File: src/rtl/mul8x8_unit.sv
module mul8x8_unit #(
  parameter int W = 8
) (
  input  logic           clk,
  input  logic           rst_n,
  input  logic           start,
  input  logic [W-1:0]   op_a,
  input  logic [W-1:0]   op_b,
  input  logic [2:0]     mode,
  output logic [2*W-1:0] product,
  output logic           flag_z,
  output logic           flag_c,
  output logic           done
);
  localparam int PW = 2 * W;

  logic           busy;
  logic [W-1:0]   a_q, b_q;
  logic [2:0]     m_q;
  logic           a_sgn, b_sgn;
  logic [W:0]     a_ext, b_ext;
  logic [PW+1:0]  full;
  logic [PW-1:0]  raw, fin;

  assign a_sgn = (m_q[1:0] == 2'b01) || (m_q[1:0] == 2'b10);
  assign b_sgn = (m_q[1:0] == 2'b01);
  assign a_ext = {a_sgn & a_q[W-1], a_q};
  assign b_ext = {b_sgn & b_q[W-1], b_q};
  assign full  = PW'(0) + ($signed(a_ext) * $signed(b_ext));
  assign raw   = full[PW-1:0];
  assign fin   = m_q[2] ? {raw[PW-2:0], 1'b0} : raw;

  always_ff @(posedge clk) begin
    if (!rst_n) begin
      busy    <= 1'b0;
      a_q     <= '0;
      b_q     <= '0;
      m_q     <= '0;
      product <= '0;
      flag_z  <= 1'b0;
      flag_c  <= 1'b0;
      done    <= 1'b0;
    end else begin
      done <= 1'b0;
      if (busy) begin
        product <= fin;
        flag_z  <= (fin == '0);
        flag_c  <= raw[PW-1];
        done    <= 1'b1;
        busy    <= 1'b0;
      end else if (start) begin
        a_q  <= op_a;
        b_q  <= op_b;
        m_q  <= mode;
        busy <= 1'b1;
      end
    end
  end
endmodule

File: config.mk
export PLATFORM = sky130hd
export DESIGN_NAME = mul8x8_unit
export DESIGN_NICKNAME = d
export VERILOG_FILES = /design/src/rtl/mul8x8_unit.sv
export SDC_FILE = /design/constraint.sdc
export NUM_CORES = 1
export LEC_CHECK = 0
export BUFFER_PORTS_ARGS = -buffer_cell sky130_fd_sc_hd__buf_2
export CORE_MARGIN = 10
export CORE_UTILIZATION = 45
export DETAILED_ROUTE_END_ITERATION = 10
export GPL_TIMING_DRIVEN = 0
export PLACE_DENSITY = 0.73
export SETUP_SLACK_MARGIN = 0.2
export SLEW_MARGIN = 20
export SYNTH_ARGS = -nofsm -noshare
export SYNTH_HDL_FRONTEND = slang
export SYNTH_SLANG_ARGS = --single-unit
File: constraint.sdc
create_clock -name clk -period 7 [get_ports clk]
set_input_delay 1.75 -clock clk [delete_from_list [all_inputs] [get_ports clk]]
set_output_delay 1.75 -clock clk [all_outputs]
set_load 0.02 [all_outputs]
==> results.cfg <==
[outcome]
status = finished clean

[cells_and_area]
drive_gt1_share_pct = 11.6
layout_commonest_cell = inv_1
diodes = 0
final_cell_mix = 83 x inv_1, 82 x nand2_1, 63 x fa_1
final_nets = 673
area_growth_pct = 10.2
final_area_um2 = 4810
stdcell_count = 683

[worst_setup_path]
critPathArrivalTime_ns = 6.15
cp-end-kind = flop
worstSetupPathType = flop to flop
required_ns = 7.23
cp_slowest_stage_delay_ns = 0.56
crit_path_cell_trace = clkbuf_1 > nand2_1 > or2_2 > fa_1 > fa_1 > inv_1 > fa_1 > fa_1 > inv_1 > fa_1 > inv_1 > ha_1 > nand2_2 > o2111a_1 > or3_4 > nor4_2 > nand4_1 > o21ai_2
critPathTopFamily = adder cells
crit_fanout = 10
path_common_cell = fa_1
worst-path-buf-inv = 4
cp_slowest_cell = fa_1
start_kind = flop

[global_routing]
grt_max_degree = 13
grt_pass1_wl_mm = 17.2
gr-total-overflow = 0
grt_pass1_vias = 3687
grt_usage_pct = 14.4
antenna_found_initial = 0

[route]
drcViolationCount = 0
drtAntennaViolNets = 0
vias = 3561
drt_pass1_iterations = 5
vias_per_cell = 5.21
wirelength_mm = 10.0
wl_per_cell_um = 14.7
drtIter0Drc = 217

[floorplan]
fp.dieW_um = 118
pin_count = 41
rows = 35
coreArea_um2 = 9330
die_h_um = 118
start_util_pct = 46.8
dieArea_um2 = 14000

[place]
dpl_cell_area_um2 = 4730
dp_hpwl_mm = 8.15
portBuffers = 40
placedCellCount = 676
place_congestion = 0.829

[logic_synthesis]
yosys_warnings = 0
synth_mux_area_share_pct = 3.01
synth_edf_count = 0
ys_seq_area_share_pct = 17.9
synth_compound_area_share_pct = 9.95
syn_inst = 507
async_reset_ff_share_pct = 0
ys_seq_elements = 39
syn_nets = 626
yosys.cell_types.count = 48
synthSimpleGateAreaFrac_pct = 17.7
synth-main-ff-cell = dfxtp_1
synthAdderAreaFrac_pct = 38.6
synth_top_family_by_area = adder cells
avgSynthCellArea_um2 = 8.61
synth_xor_xnor_area_share_pct = 3.01
syn_area_um2 = 4370

[sta]
fmax_ghz = 0.169
relSlewSlack_pct = 56.7
whs_ns = 0.465
setup_viol = 0
finalCritPeriodShare_pct = 84.5
tightest_slew_ns = 0.650
fin_crit_ns = 5.92
fin_setup_tns_ns = 0
rsz0062_at_grt = no
slew_violations = 0
fin_skew_ns = 0.00760
hold_viol_final = 0

[min_path]
hold_path_class = flop to flop

[run]
drv_cap = 0

[cts]
cts-hold-fix-buffers = 0
root_buffer = clkbuf_8
cts_tree = built
cts_buffer_depth = 2
cts_buffers = 5
cts.sinks = 39
cts_resized = 0
clk_pin_slew_ns = 0.08
clock_latency_ns = 0.30
postCtsSetupBuffers = 0
htree_levels = 2

[power]
vdd_drop_max_uv = 127
finalPower_uw = 548
power.leakage_nw = 2.41
powerDensity_nw_per_um2 = 114
==> per-stage QoR <==
step | setup WS [ns] | utilization, %
2_1_floorplan | 1.76 | -
3_3_place_gp | 1.25 | 50.7
3_5_place_dp | 1.15 | 50.7
4_1_cts | 1.12 | 51.6
5_1_grt | 0.885 | 51.6
6_report | 1.08 | 51.6
==> flip-flops by register name, indices dropped and copies added (netlist names) <==
signal,cells
product,16
a_q,8
b_q,8
m_q,3
busy,1
done,1
flag_c,1
flag_z,1
==> worst min-delay path, stage by stage, from the launching register on <==
cell	delay [ns]
dfxtp_1	0.32
nand2_1	0.05
a21oi_1	0.05
==> where the power goes <==
| part | switching, mW | total (mW) | leakage [nW] | internal, mW |
|---|---|---|---|---|
| clock | 0.0850 | 0.153 | 0.0440 | 0.0683 |
| combinational | 0.0974 | 0.154 | 2.05 | 0.0570 |
| sequential | 0.00636 | 0.241 | 0.320 | 0.234 |
==> worst paths after layout <==
path / startpoint / to / slack, ns / cells after the start
max: b_q[7] / flag_z / 1.08 / 18
min: m_q[0] / m_q[0] / 0.46 / 2
max reg2reg: b_q[7] / flag_z / 1.08 / 18
min reg2reg: m_q[0] / m_q[0] / 0.46 / 2
==> cell type report <==
type	count	area, µm²
tap	129	161
clock buffer	5	68.8
multi-input combinational	355	3160
clock inverter	2	13.8
fill	860	4520
inverter	85	319
sequential	39	781
timing repair buffer	40	200
buffer	28	108
==> logic make-up (layout without fill, tap and decap cells) <==
| group | count (synthesis) | in the layout |
|---|---|---|
| adders and majority gates | 97 | 97 |
| muxes | 13 | 13 |
| buffers and inverters | 113 | 160 |
| DFF | 39 | 39 |
| xor gates and xnor gates | 15 | 15 |
| AOI/OAI and AO/OA | 67 | 67 |
| and+or+nand+nor | 163 | 163 |
==> routing by layer <==
layer	share of wire (%)	GRT usage, %
met5	0	0
met4	1.9	3.74
met3	4.4	1.67
met2	50	24.7
met1	44	18.8
==> synth_stat cells (3+ instances only) <==
cell type / instances / share of area [%]
dfxtp_1: 39 / 18
mux2i_1: 12 / 2.8
nand3_1: 3 / 0.34
nand2_1: 82 / 7.1
clkbuf_1: 23 / 2.0
a31oi_1: 3 / 0.43
nor2_1: 22 / 1.9
a211oi_1: 10 / 1.7
buf_1: 3 / 0.26
xnor2_1: 10 / 2.0
ha_1: 34 / 9.7
nor3_1: 3 / 0.34
xor2_1: 5 / 1.0
o211ai_1: 4 / 0.69
and2_1: 35 / 5.0
or2_2: 3 / 0.43
fa_1: 63 / 29
inv_1: 83 / 7.1
a21oi_1: 28 / 3.2
o21ai_0: 6 / 0.69
(Power assumes the default switching activity.)
